==> src/rtl/scl_mon_pkg.sv <==
package scl_mon_pkg;
  localparam int ACK_POS = 8;
  typedef enum logic {DIR_WR = 1'b0, DIR_RD = 1'b1} xfer_dir_e;
endpackage

==> src/rtl/scl_line_filter.sv <==
module scl_line_filter (
  input  logic clk,
  input  logic rst_n,
  input  logic raw,
  output logic clean
);
  logic s1, s2;
  logic [1:0] hist;
  logic agree;

  // three consecutive synchronized samples must match
  assign agree = (s2 == hist[0]) && (hist[0] == hist[1]);

  always_ff @(posedge clk or negedge rst_n) begin
    if (!rst_n) begin
      s1    <= 1'b1;
      s2    <= 1'b1;
      hist  <= 2'b11;
      clean <= 1'b1;
    end else begin
      s1   <= raw;
      s2   <= s1;
      hist <= {hist[0], s2};
      if (agree) clean <= s2;
    end
  end
endmodule

==> src/rtl/scl_stretch_meas.sv <==
module scl_stretch_meas #(
  parameter int CNT_W = 16,
  parameter int EVT_W = 16
) (
  input  logic             clk,
  input  logic             rst_n,
  input  logic             scl_f,
  input  logic             mst_rel,
  input  logic [CNT_W-1:0] exp_low,
  input  logic [CNT_W-1:0] thresh,
  input  logic             ack_slot,
  input  logic             dir_rd,
  input  logic             stats_clr,
  output logic             evt_valid,
  output logic [CNT_W-1:0] evt_ext,
  output logic             evt_ack,
  output logic             evt_rd,
  output logic [CNT_W-1:0] max_ext,
  output logic [EVT_W-1:0] evt_cnt,
  output logic             hit_rd,
  output logic             hit_wr
);
  localparam logic [CNT_W-1:0] LOW_MAX = '1;
  localparam logic [EVT_W-1:0] CNT_MAX = '1;

  function automatic logic [CNT_W-1:0] low_step(input logic [CNT_W-1:0] v);
    return (v == LOW_MAX) ? v : v + CNT_W'(1);
  endfunction

  function automatic logic [CNT_W-1:0] excess(input logic [CNT_W-1:0] seen,
                                               input logic [CNT_W-1:0] want);
    return (seen > want) ? seen - want : '0;
  endfunction

  logic             scl_q, held;
  logic [CNT_W-1:0] low_cnt, ext_now;
  logic             fall_w, rise_w, fire_w;

  assign fall_w  = ~scl_f & scl_q;
  assign rise_w  = scl_f & ~scl_q;
  assign ext_now = excess(low_cnt, exp_low);
  assign fire_w  = rise_w & held & (ext_now > thresh);

  always_ff @(posedge clk or negedge rst_n) begin
    if (!rst_n) begin
      scl_q     <= 1'b1;
      held      <= 1'b0;
      low_cnt   <= '0;
      evt_valid <= 1'b0;
      evt_ext   <= '0;
      evt_ack   <= 1'b0;
      evt_rd    <= 1'b0;
      max_ext   <= '0;
      evt_cnt   <= '0;
      hit_rd    <= 1'b0;
      hit_wr    <= 1'b0;
    end else begin
      scl_q     <= scl_f;
      evt_valid <= fire_w;
      if (!scl_f) low_cnt <= fall_w ? CNT_W'(1) : low_step(low_cnt);
      if (fall_w) held <= mst_rel;
      else if (!scl_f && mst_rel) held <= 1'b1;
      if (fire_w) begin
        evt_ext <= ext_now;
        evt_ack <= ack_slot;
        evt_rd  <= dir_rd;
        if (evt_cnt != CNT_MAX) evt_cnt <= evt_cnt + EVT_W'(1);
      end
      if (stats_clr) begin
        max_ext <= fire_w ? ext_now : '0;
        hit_rd  <= fire_w & dir_rd;
        hit_wr  <= fire_w & ~dir_rd;
      end else if (fire_w) begin
        if (ext_now > max_ext) max_ext <= ext_now;
        if (dir_rd) hit_rd <= 1'b1;
        else        hit_wr <= 1'b1;
      end
    end
  end

  AST_EVT_AFTER_RISE: assert property (@(posedge clk) disable iff (!rst_n)
    evt_valid |-> $past(rise_w));
  AST_EVT_ABOVE_THR: assert property (@(posedge clk) disable iff (!rst_n)
    evt_valid |-> evt_ext > $past(thresh));
  AST_LOW_NO_WRAP: assert property (@(posedge clk) disable iff (!rst_n)
    (!scl_f && !scl_q && low_cnt == LOW_MAX) |=> low_cnt == LOW_MAX);
  AST_MAX_COVERS_EVT: assert property (@(posedge clk) disable iff (!rst_n)
    evt_valid |-> max_ext >= evt_ext);
  AST_MAX_MONOTONIC: assert property (@(posedge clk) disable iff (!rst_n)
    !$past(stats_clr) |-> max_ext >= $past(max_ext));
  AST_CNT_STEP: assert property (@(posedge clk) disable iff (!rst_n)
    (evt_valid && $past(evt_cnt) != CNT_MAX) |-> evt_cnt == $past(evt_cnt) + EVT_W'(1));
endmodule

==> src/rtl/scl_bus_cond.sv <==
module scl_bus_cond #(
  parameter int ID_W     = 8,
  parameter int IDLE_CYC = 8
) (
  input  logic            clk,
  input  logic            rst_n,
  input  logic            scl_f,
  input  logic            sda_f,
  output logic [ID_W-1:0] txn_id,
  output logic            idle_before_start,
  output logic            idle_after_stop
);
  localparam int IC_W = (IDLE_CYC > 1) ? $clog2(IDLE_CYC) : 1;
  localparam logic [IC_W-1:0] IC_LAST = IC_W'(IDLE_CYC - 1);

  logic scl_q, sda_q, in_txn, armed;
  logic [IC_W-1:0] icnt;
  logic start_w, stop_w;

  assign start_w = scl_f & scl_q & ~sda_f & sda_q;
  assign stop_w  = scl_f & scl_q & sda_f & ~sda_q;

  always_ff @(posedge clk or negedge rst_n) begin
    if (!rst_n) begin
      scl_q <= 1'b1;
      sda_q <= 1'b1;
      in_txn <= 1'b0;
      armed <= 1'b0;
      icnt <= '0;
      txn_id <= '0;
      idle_before_start <= 1'b0;
      idle_after_stop <= 1'b0;
    end else begin
      scl_q <= scl_f;
      sda_q <= sda_f;
      if (start_w) begin
        txn_id            <= txn_id + ID_W'(1);
        idle_before_start <= ~in_txn;
        in_txn            <= 1'b1;
        idle_after_stop   <= 1'b0;
        armed             <= 1'b0;
      end else if (stop_w) begin
        in_txn          <= 1'b0;
        idle_after_stop <= 1'b0;
        armed           <= 1'b1;
        icnt            <= '0;
      end else if (armed) begin
        if (scl_f && sda_f) begin
          if (icnt == IC_LAST) begin
            idle_after_stop <= 1'b1;
            armed           <= 1'b0;
          end else begin
            icnt <= icnt + IC_W'(1);
          end
        end else begin
          armed <= 1'b0;
        end
      end
    end
  end

  AST_ID_STEP: assert property (@(posedge clk) disable iff (!rst_n)
    start_w |=> txn_id == $past(txn_id) + ID_W'(1));
  AST_ID_HOLD: assert property (@(posedge clk) disable iff (!rst_n)
    !start_w |=> $stable(txn_id));
  AST_IDLE_CLEARED: assert property (@(posedge clk) disable iff (!rst_n)
    (start_w || stop_w) |=> !idle_after_stop);
endmodule

==> src/rtl/scl_stretch_mon.sv <==
module scl_stretch_mon
  import scl_mon_pkg::*;
#(
  parameter int CNT_W    = 16,
  parameter int EVT_W    = 16,
  parameter int ID_W     = 8,
  parameter int BIT_W    = 4,
  parameter int IDLE_CYC = 8
) (
  input  logic             clk,
  input  logic             rst_n,
  input  logic             scl_in,
  input  logic             sda_in,
  input  logic             mst_rel,
  input  logic [CNT_W-1:0] exp_low,
  input  logic [CNT_W-1:0] thresh,
  input  logic             dir_rd,
  input  logic [BIT_W-1:0] bit_pos,
  input  logic             stats_clr,
  output logic             evt_valid,
  output logic [CNT_W-1:0] evt_ext,
  output logic             evt_ack,
  output logic             evt_rd,
  output logic [CNT_W-1:0] max_ext,
  output logic [EVT_W-1:0] evt_cnt,
  output logic             hit_rd,
  output logic             hit_wr,
  output logic [ID_W-1:0]  txn_id,
  output logic             idle_before_start,
  output logic             idle_after_stop
);
  localparam int NLINES = 2;

  logic [NLINES-1:0] raw_v, clean_v;
  logic ack_slot;

  assign raw_v    = {sda_in, scl_in};
  assign ack_slot = (bit_pos == BIT_W'(ACK_POS));

  for (genvar gi = 0; gi < NLINES; gi++) begin : g_line
    scl_line_filter u_filt (
      .clk  (clk),
      .rst_n(rst_n),
      .raw  (raw_v[gi]),
      .clean(clean_v[gi])
    );
  end

  scl_stretch_meas #(.CNT_W(CNT_W), .EVT_W(EVT_W)) u_meas (
    .clk      (clk),
    .rst_n    (rst_n),
    .scl_f    (clean_v[0]),
    .mst_rel  (mst_rel),
    .exp_low  (exp_low),
    .thresh   (thresh),
    .ack_slot (ack_slot),
    .dir_rd   (dir_rd == DIR_RD),
    .stats_clr(stats_clr),
    .evt_valid(evt_valid),
    .evt_ext  (evt_ext),
    .evt_ack  (evt_ack),
    .evt_rd   (evt_rd),
    .max_ext  (max_ext),
    .evt_cnt  (evt_cnt),
    .hit_rd   (hit_rd),
    .hit_wr   (hit_wr)
  );

  scl_bus_cond #(.ID_W(ID_W), .IDLE_CYC(IDLE_CYC)) u_bus (
    .clk              (clk),
    .rst_n            (rst_n),
    .scl_f            (clean_v[0]),
    .sda_f            (clean_v[1]),
    .txn_id           (txn_id),
    .idle_before_start(idle_before_start),
    .idle_after_stop  (idle_after_stop)
  );

  AST_HITS_FROM_EVT: assert property (@(posedge clk) disable iff (!rst_n)
    ($rose(hit_rd) || $rose(hit_wr)) |-> evt_valid);
endmodule

==> config.mk <==
export PLATFORM = sky130hd
export DESIGN_NAME = scl_stretch_mon
export DESIGN_NICKNAME = d
export VERILOG_FILES = /design/src/rtl/scl_mon_pkg.sv /design/src/rtl/scl_line_filter.sv /design/src/rtl/scl_stretch_meas.sv /design/src/rtl/scl_bus_cond.sv /design/src/rtl/scl_stretch_mon.sv
export SDC_FILE = /design/constraint.sdc
export NUM_CORES = 1
export LEC_CHECK = 0
export ABC_CLOCK_PERIOD_IN_PS = 6700
export CAP_MARGIN = 15
export CORE_ASPECT_RATIO = 2
export CORE_UTILIZATION = 50
export CTS_CLUSTER_DIAMETER = 150
export DETAILED_ROUTE_END_ITERATION = 7
export GPL_TIMING_DRIVEN = 0
export PLACE_DENSITY = 0.77
export SKIP_LAST_GASP = 1
export SLEW_MARGIN = 10
export SYNTH_ARGS = -nofsm -noshare
export SYNTH_HDL_FRONTEND = slang
export SYNTH_HIERARCHICAL = 1
export SYNTH_SLANG_ARGS = --single-unit
==> constraint.sdc <==
create_clock -name clk -period 6.7 [get_ports clk]
set_clock_uncertainty 0.05 [all_clocks]
set_input_delay 1.005 -clock clk [delete_from_list [all_inputs] [get_ports clk]]
set_output_delay 1.005 -clock clk [all_outputs]
set_load 0.05 [all_outputs]
==> impl_metrics.yaml, run 1 <==
outcome:
  status: "finished, final reports clean"
cts:
  tritoncts: "done"
  post_cts_buffers: 0
  cts_inserted_buffers: 9
  clock-sinks: 98
  clk_pin_slew_ns: 0.07
  hold_buffers: 0
  cts_root_buffer: "clkbuf_16"
  clk_path_buf_depth: 2
  cts.htree.levels: 3
  cts_resized: 0
  clock_latency_ns: 0.35
final_layout:
  multi_input_area_mm2: 0.00301
  fill_cells: 945
  nNetsFinal: 779
  final_cell_area_mm2: 0.00735
  drive_gt1_share_pct: 11.2
  syn_to_final_growth_pct: 26.7
  finalNonFillerCells: 829
  regArea_mm2: 0.00247
  diodes: 0
worst_hold_path:
  hold_path_class: "flip-flop to flip-flop"
floorplanning:
  die_area_mm2: 0.0121
  dieHeight_um: 154
  core_area_mm2: 0.0113
  ios: 106
  start_util_pct: 51.4
  rows: 55
  die_x_um: 78.2
critical_path:
  end_kind: "flip-flop"
  reg2reg_depth: 21
  timing.rr.end: "u_meas/evt_cnt[14]"
  crit_start: "exp_low[0]"
  regToRegStartpoint: "u_meas/low_cnt[0]"
  crit_fanout: 10
  crit_end: "u_meas/evt_cnt[14]"
  required_ns: 6.89
  startpoint_type: "primary input"
  critPathKind: "primary input to flip-flop"
  worstPathArrival_ns: 5.81
  r2r_slack_ns: 1.65
yosys:
  yosys_register_bits: 98
  synth_largest_area_cell: "dfrtp_1"
  avgSynthCellArea_um2: 10.3
  synth_top_cell_area_share_pct: 36.7
  async_reset_ff_share_pct: 100
  synth_edf_count: 0
  yosys_warnings: 6
  synthTopCellsByArea: "dfrtp_1 37%, ha_1 11%, dfstp_2 5.9%"
  yosysSeqAreaShare_pct: 42.5
  netlist_area_mm2: 0.00580
  synth_ff_type: "dfrtp_1"
  synth_cell_types: 65
  netlist_instances: 565
  syn-num-nets: 662
drt:
  wirelength_um: 14200
  drtIter0Drc: 261
  wl_per_cell_um: 17.2
  viasPerCell: 5.67
  ant_nets: 0
  drcViolationCount: 0
  dr.pass1.iters: 4
  routed-via-count: 4702
sta:
  max_freq_mhz: 178
  fin_crit_sh_pct: 83.9
  fin_ws_ns: 1.08
  maxSlewViolCount: 0
  rsz0062_at_grt: "false"
  setup_tns_ns: 0
  finalCriticalPeriod_ns: 5.62
  hold_viol_final: 0
  slew_headroom_pct: 55.3
  setup_viol: 0
  worst_pin_slew_ns: 0.665
global_routing:
  grt_pass1_vias: 5008
  grt_max_degree: 63
  grt_remaining_overflow: 0
  grt_pass1_wl_um: 23500
  gr-usage-all-layers_pct: 25.0
  antenna_found_initial: 0
pwr:
  clockPowerShare_pct: 34.4
  seq_power_share_pct: 46.2
  peakVddDrop_v: 0.000204
  power.switching_mw: 0.451
  p_leak_nw: 3.49
  p_int_mw: 1.03
  power.density_mw_per_mm2: 201
  comb_power_share_pct: 19.4
  switching_share_pct: 30.5
place:
  post-place-ws_ns: 0.717
  hpwl_um: 11500
  placed_cell_area_mm2: 0.00706
  io_buffers: 105
  dpl.cell_count: 813
  place_congestion: 0.885
job:
  drv_cap: 0
cells by family after synthesis:
logic type | after synthesis | synth area share [%]
adder cells (fa/ha/maj) | 54 | 11.8
XOR/XNOR | 45 | 6.79
flip-flops | 98 | 42.5
AND/OR/NAND/NOR | 173 | 16.4
AO/OA/AOI/OAI | 102 | 13.0
buffers and inverters | 73 | 5.61
multiplexers | 20 | 3.88
power by group through the flow:
| stage | sequential [mW] | clock (mW) | combinational (mW) |
|---|---|---|---|
| final | 0.684 | 0.509 | 0.287 |
| after global routing | 0.689 | 0.546 | 0.315 |
| after CTS | 0.683 | 0.523 | 0.289 |
| after detailed placement | 0.695 | 0 | 0.287 |
| after global placement | 0.690 | 0 | 0.276 |
| after floorplan | 0.733 | 0 | 0.137 |
layout make-up:
cell class,count,share of cell area (%)
buffer,13,1.36
multi-input combinational,394,40.9
sequential,98,33.6
clock inverter,6,0.783
tap,142,2.42
clock buffer,10,3.25
timing repair buffer,106,14.6
inverter,60,3.06
registers in the layout, indices dropped and copies added (netlist names), 2 cells and up:
name and count:
u_meas/max_ext 16, u_meas/evt_cnt 16, g_line.u_filt/clean 2, u_bus/icnt 3, u_meas/low_cnt 16, g_line.u_filt/s2 2
u_bus/txn_id 8, g_line.u_filt/s1 2, g_line.u_filt/hist 4, u_meas/evt_ext 16
Yosys cell counts (all sizes together), types with 2 or more instances:
| library cell | instances |
|---|---|
| a41oi | 2 |
| o211ai | 3 |
| a221o | 2 |
| clkbuf | 3 |
| a211oi | 3 |
| nor3 | 15 |
| nor2b | 6 |
| xor2 | 24 |
| a31oi | 4 |
| a21o | 3 |
| and4 | 8 |
| xnor2 | 21 |
| nand2b | 4 |
| mux2 | 20 |
| dfstp | 13 |
| a22o | 17 |
| buf | 10 |
| o31ai | 3 |
| o21ai | 17 |
| o21a | 5 |
| nand3 | 24 |
| dfrtp | 85 |
| ha | 53 |
| a32o | 2 |
| inv | 60 |
| nor2 | 43 |
| nor4 | 3 |
| nand4 | 20 |
| and3 | 6 |
| nand2 | 29 |
| and2 | 4 |
| a21oi | 27 |
| or3 | 5 |
| a211o | 2 |
| o31a | 5 |
cells in the final DEF, fill, tap and decap left out, types with 8 or more instances in the layout:
| cell | synthesis | final |
|---|---|---|
| clkdlybuf4s50_1 | 0 | 104 |
| dfrtp_1 | 85 | 85 |
| inv_1 | 59 | 59 |
| ha_1 | 53 | 53 |
| nor2_1 | 38 | 38 |
| nand2_1 | 28 | 28 |
| a21oi_1 | 26 | 26 |
| xor2_1 | 24 | 24 |
| nand3_1 | 24 | 24 |
| xnor2_1 | 21 | 21 |
| nand4_1 | 20 | 20 |
| mux2_2 | 18 | 18 |
| a22o_1 | 17 | 17 |
| nor3_1 | 14 | 14 |
| dfstp_2 | 13 | 13 |
| o21ai_0 | 12 | 12 |
| clkbuf_16 | 0 | 9 |
| and4_1 | 8 | 8 |
critical path: stages:
cell and delay, ns:
clkdlybuf4s50_1 0.47, ha_1 0.16, inv_1 0.05, fa_1 0.40, nand3_1 0.12, a21oi_1 0.10, or3_4 0.41, a211o_1 0.36
o31ai_4 0.14, buf_8 0.21, nor2_2 0.08, ha_1 0.31, a21oi_1 0.12, o21ai_0 0.10, a221o_1 0.37, a2111o_1 0.52
nand2_4 0.19, inv_2 0.10, buf_6 0.17, nand4_1 0.09, mux2_2 0.33
routing by layer:
| layer | part of all wire, % | routed length (µm) | GRT usage, % |
|---|---|---|---|
| met1 | 35 | 5040 | 24.6 |
| met2 | 57 | 8130 | 48.1 |
| met3 | 3.2 | 458 | 4.19 |
| met4 | 4.2 | 592 | 13.2 |
| met5 | 0 | 0 | 0 |
stage by stage:
step                util [%]  hold WS, ns  power (mW)
floorplan                  -        0.295       0.870
global route            65.1        0.306        1.55
CTS                     65.1        0.302        1.50
global placement        62.3        0.299       0.966
detailed placement      62.5        0.298       0.982
finish                  65.1        0.301        1.48
how the worst min path moves through the flow:
stage                        startpoint                  end  depth (start not counted)
global route        g_line[1].u_filt/s1  g_line[1].u_filt/s2                          0
CTS                 g_line[1].u_filt/s1  g_line[1].u_filt/s2                          0
global placement    g_line[1].u_filt/s1  g_line[1].u_filt/s2                          0
floorplan           g_line[0].u_filt/s1  g_line[0].u_filt/s2                          0
finish              g_line[1].u_filt/s1  g_line[1].u_filt/s2                          0
detailed placement  g_line[0].u_filt/s1  g_line[0].u_filt/s2                          0
Note: power is estimated with default switching activity, not from simulation.
==> inputs of run 2 (changes only) <==
Settings changed: ABC_CLOCK_PERIOD_IN_PS 6700 to 5380.
Clock period 6.7 ns to 5.38 ns, I/O delays scaled along.
==> impl_metrics.yaml, run 2 (synthesis gave the netlist of run 1 again) <==
job:
  drv_cap: 0
sta:
  worst_pin_slew_ns: 0.571
  setup_tns_ns: 0
  fin_ws_ns: 0.122
  setup_viol: 0
  maxSlewViolCount: 0
  max_freq_mhz: 190
  fin_crit_sh_pct: 97.7
  hold_viol_final: 0
  finalCriticalPeriod_ns: 5.26
  rsz0062_at_grt: "true"
  slew_headroom_pct: 61.8
cts:
  clk_path_buf_depth: 2
  cts.htree.levels: 3
  cts_root_buffer: "clkbuf_16"
  clk_pin_slew_ns: 0.08
  clock-sinks: 98
  cts_inserted_buffers: 9
  tritoncts: "done"
  clock_latency_ns: 0.34
critical_path:
  crit_fanout: 10
  reg2reg_depth: 22
  cpMostUsedCell: "o31a_1"
  required_ns: 5.56
  r2r_slack_ns: 0.57
  crit_end: "u_meas/max_ext[6]"
  regToRegStartpoint: "u_meas/low_cnt[0]"
  end_kind: "flip-flop"
  crit_chain: "clkdlybuf4s50_1 > inv_1 > ha_1 > nor2b_1 > o31a_1 > o31a_1 > o31a_1 > o41ai_4 > xor2_1 > nor2_1 > ha_1 > nand4_1 > or3_1 > a21oi_1 > nor4_1 > nor2_1 > a21oi_4 > buf_6 > a22o_1"
  critPathKind: "primary input to flip-flop"
  crit_start: "exp_low[1]"
  worstPathArrival_ns: 5.44
  cpPeakStageDelay_ns: 0.46
  cpMaxStageDelayCell: "clkdlybuf4s50_1"
  startpoint_type: "primary input"
  timing.rr.end: "u_meas/evt_cnt[14]"
outcome:
  status: "finished, final reports clean"
global_routing:
  gr-usage-all-layers_pct: 25.0
  grt.met1_usage_pct: 24.6
  grt_remaining_overflow: 0
  grt_pass1_vias: 5008
  grt_max_degree: 63
  antenna_found_initial: 0
  grt_pass1_wl_um: 23500
  grt-busiest-layer: "met2"
  grtUsageMet3_pct: 4.19
  grt_use_met2_pct: 48.1
drt:
  wirelength_um: 14500
  dr.pass1.iters: 4
  viasPerCell: 5.65
  drcViolationCount: 0
  routed-via-count: 4746
  ant_nets: 0
  wl_per_cell_um: 17.3
  drtIter0Drc: 230
place:
  hpwl_um: 11500
  io_buffers: 105
  post-place-ws_ns: -0.405
  place_congestion: 0.885
  placed_cell_area_mm2: 0.00706
floorplanning:
  rows: 55
  start_util_pct: 51.4
  ios: 106
  die_area_mm2: 0.0121
  die_x_um: 78.2
  core_area_mm2: 0.0113
  dieHeight_um: 154
final_layout:
  diodes: 0
  final_cell_area_mm2: 0.00750
  nNetsFinal: 790
  syn_to_final_growth_pct: 29.3
  regArea_mm2: 0.00247
  drive_gt1_share_pct: 13.8
  utilization_pct: 66.5
  multi_input_area_mm2: 0.00306
  fill_cells: 935
  layout_common_cells: "104 x clkdlybuf4s50_1, 85 x dfrtp_1, 59 x inv_1"
  final_common_cell: "clkdlybuf4s50_1"
pwr:
  p_leak_nw: 3.54
  peakVddDrop_v: 0.000255
  power.density_mw_per_mm2: 247
worst_hold_path:
  hold_path_class: "flip-flop to flip-flop"
run 2: worst max-delay path, delay by kind of cell:
kind	cells	cell delay [ns]
XOR/XNOR	1	0.24
buffers and inverters	3	0.70
AO/OA/AOI/OAI	7	1.84
adder cells (fa/ha/maj)	2	0.63
AND/OR/NAND/NOR	6	1.20
run 2: how the worst min path moves through the flow:
stage	start	slack, ns	end	depth (start not counted)
2_1_floorplan	g_line[0].u_filt/s1	0.30	g_line[0].u_filt/s2	0
3_3_place_gp	g_line[1].u_filt/s1	0.30	g_line[1].u_filt/s2	0
3_5_place_dp	g_line[0].u_filt/s1	0.30	g_line[0].u_filt/s2	0
4_1_cts	g_line[1].u_filt/s1	0.30	g_line[1].u_filt/s2	0
5_1_grt	g_line[1].u_filt/s1	0.31	g_line[1].u_filt/s2	0
6_report	g_line[1].u_filt/s1	0.30	g_line[1].u_filt/s2	0
run 2: area by class of cell:
| class | count | share of cell area [%] |
|---|---|---|
| inverter | 60 | 3.00 |
| buffer | 13 | 1.33 |
| clock inverter | 6 | 0.767 |
| sequential | 98 | 32.9 |
| multi-input combinational | 394 | 40.8 |
| tap | 142 | 2.37 |
| clock buffer | 10 | 3.19 |
| timing repair buffer | 117 | 15.7 |
run 2: repair_timing:
item                       4_1_cts  5_1_grt
setup endpoints to repair        1       42
buffers inserted                 0       10
hold buffers                     0        0
gates cloned                     0        1
pin swaps                        1        5
gates resized for setup          0        8
hold endpoints to repair         0        0
run 2: metrics by stage:
step | total power [mW] | hold slack, ns | instances
finish | 1.85 | 0.300 | 840
detailed placement | 1.22 | 0.298 | 813
global route | 1.94 | 0.306 | 840
global placement | 1.20 | 0.299 | 812
floorplan | 1.08 | 0.295 | 565
CTS | 1.86 | 0.302 | 829
run 2: where the power goes:
| part | internal, mW | switching, mW |
|---|---|---|
| clock | 0.337 | 0.298 |
| sequential | 0.793 | 0.0586 |
| combinational | 0.154 | 0.211 |
| total | 1.28 | 0.567 |
run 2: routing by layer:
layer | part of all wire (%) | wire (µm) | up-vias
li1 | - | - | 2261
met1 | 35 | 5130 | 2297
met2 | 57 | 8230 | 137
met3 | 3.1 | 444 | 51
met4 | 5.1 | 743 | 0
met5 | 0 | 0 | -
==> inputs of run 3 (changes only) <==
Settings changed: DONT_BUFFER_PORTS set to 1, GPL_TIMING_DRIVEN 0 to unset, PLACE_DENSITY 0.77 to unset.
==> impl_metrics.yaml, run 3 (synthesis gave the netlist of run 1 again) <==
cts:
  cts_root_buffer: "clkbuf_16"
  clock-sinks: 98
  tritoncts: "done"
  post_cts_buffers: 0
  cts.htree.levels: 3
  clk_pin_slew_ns: 0.08
  hold_buffers: 0
  cts_resized: 0
  clock_latency_ns: 0.35
  cts_inserted_buffers: 9
  clk_path_buf_depth: 2
critical_path:
  timing.rr.end: "u_meas/max_ext[9]"
  required_ns: 5.61
  worstPathArrival_ns: 5.18
  reg2reg_depth: 19
  r2r_slack_ns: 0.43
  end_kind: "flip-flop"
  crit_fanout: 16
  critPathKind: "flip-flop to flip-flop"
  crit_start: "u_meas/low_cnt[0]"
  regToRegStartpoint: "u_meas/low_cnt[0]"
  startpoint_type: "flip-flop"
  crit_end: "u_meas/max_ext[9]"
sta:
  finalCriticalPeriod_ns: 4.95
  hold_viol_final: 0
  maxSlewViolCount: 0
  setup_tns_ns: 0
  max_freq_mhz: 202
  rsz0062_at_grt: "false"
  fin_ws_ns: 0.425
  slew_headroom_pct: 30.0
  worst_pin_slew_ns: 1.05
  fin_crit_sh_pct: 92.1
  setup_viol: 0
final_layout:
  layout_common_cells: "85 x dfrtp_1, 59 x inv_1, 53 x ha_1"
  multi_input_area_mm2: 0.00301
  nNetsFinal: 666
  drive_gt1_share_pct: 12.2
  final_common_cell: "dfrtp_1"
  syn_to_final_growth_pct: 7.31
  diodes: 0
  fill_cells: 1028
  regArea_mm2: 0.00247
floorplanning:
  die_area_mm2: 0.0121
  start_util_pct: 51.4
  rows: 55
  dieHeight_um: 154
  die_x_um: 78.2
  core_area_mm2: 0.0113
  ios: 106
drt:
  viasPerCell: 5.93
  ant_nets: 0
  routed-via-count: 4247
  drtIter0Drc: 160
  wl_per_cell_um: 19.3
  dr.pass1.iters: 4
  drcViolationCount: 0
  wirelength_um: 13800
pwr:
  p_leak_nw: 3.06
  power.density_mw_per_mm2: 287
  peakVddDrop_v: 0.000250
global_routing:
  grt_pass1_vias: 4371
  gr-usage-all-layers_pct: 24.0
  antenna_found_initial: 0
  grt_max_degree: 99
  grt_pass1_wl_um: 22200
  grt_remaining_overflow: 0
outcome:
  status: "finished, final reports clean"
place:
  place_congestion: 0.915
  io_buffers: 0
  hpwl_um: 10700
  post-place-ws_ns: 0.182
job:
  drv_cap: 0
worst_hold_path:
  hold_path_class: "primary input to asynchronous set/reset pin"
==> run 3: changes by cell type in the layout (fill, tap and decap cells not counted), moves of 2 or more <==
cell and delta:
clkdlybuf4s50_1 -104, buf_2 -4, nor3_2 -2, clkbuf_1 -2, buf_4 -6, nor3_1 +2, buf_6 -4
==> run 3: worst max-delay path: stages, from the launching register on <==
cell,delay (ns)
dfrtp_1,0.45
inv_1,0.11
ha_1,0.16
inv_1,0.05
fa_1,0.40
nand3_1,0.12
a21oi_1,0.10
or3_4,0.40
a211o_1,0.36
o31ai_4,0.07
buf_4,0.26
a31oi_1,0.12
ha_1,0.33
and4_1,0.22
a221o_1,0.35
a2111o_1,0.49
nand2_4,0.10
inv_2,0.10
a21oi_4,0.41
a22o_1,0.23
==> run 3: layout make-up <==
class | instances | area share, %
repair buffers | 6 | 0.723
well taps | 142 | 2.85
clock inverters | 7 | 1.23
clock buffers | 9 | 3.62
multi-input cells | 394 | 48.3
inverters | 60 | 3.62
flip-flops and latches | 98 | 39.7
==> run 3: per-layer routing <==
layer	vias to the layer above	part of all wire, %	track usage [%]
met3	27	3.6	4.01
met5	-	0	0
met4	0	3.9	11.8
li1	2015	-	-
met1	2094	38	25.7
met2	111	54	44.2
==> run 3: how the worst min path moves through the flow <==
stage	slack (ns)	endpoint	startpoint
after floorplan	0.30	g_line[0].u_filt/s2	g_line[0].u_filt/s1
after global placement	0.30	g_line[1].u_filt/s2	g_line[1].u_filt/s1
after detailed placement	0.30	g_line[0].u_filt/s2	g_line[0].u_filt/s1
after CTS	0.08	u_meas/evt_ext[8]	rst_n
after global routing	0.07	u_meas/evt_ext[8]	rst_n
final	0.1	u_meas/evt_ext[8]	rst_n
==> run 3: through the flow <==
stage                     utilization, %  area [µm²]  hold WS, ns  std cells  total power, mW
after global placement              52.5        5920        0.297        700             1.13
after floorplan                        -        5800        0.295        565             1.08
after global routing                55.2        6230       0.0737        716             1.88
final                               55.2        6230       0.0959        716             1.79
after detailed placement            52.5        5920        0.297        700             1.14
after CTS                           55.2        6230       0.0826        716             1.81
==> run 3: power breakdown <==
| part | internal, mW | switching (mW) | total [mW] |
|---|---|---|---|
| combinational | 0.0933 | 0.120 | 0.214 |
| clock | 0.334 | 0.324 | 0.658 |
| sequential | 0.791 | 0.126 | 0.917 |
| total | 1.22 | 0.570 | 1.79 |
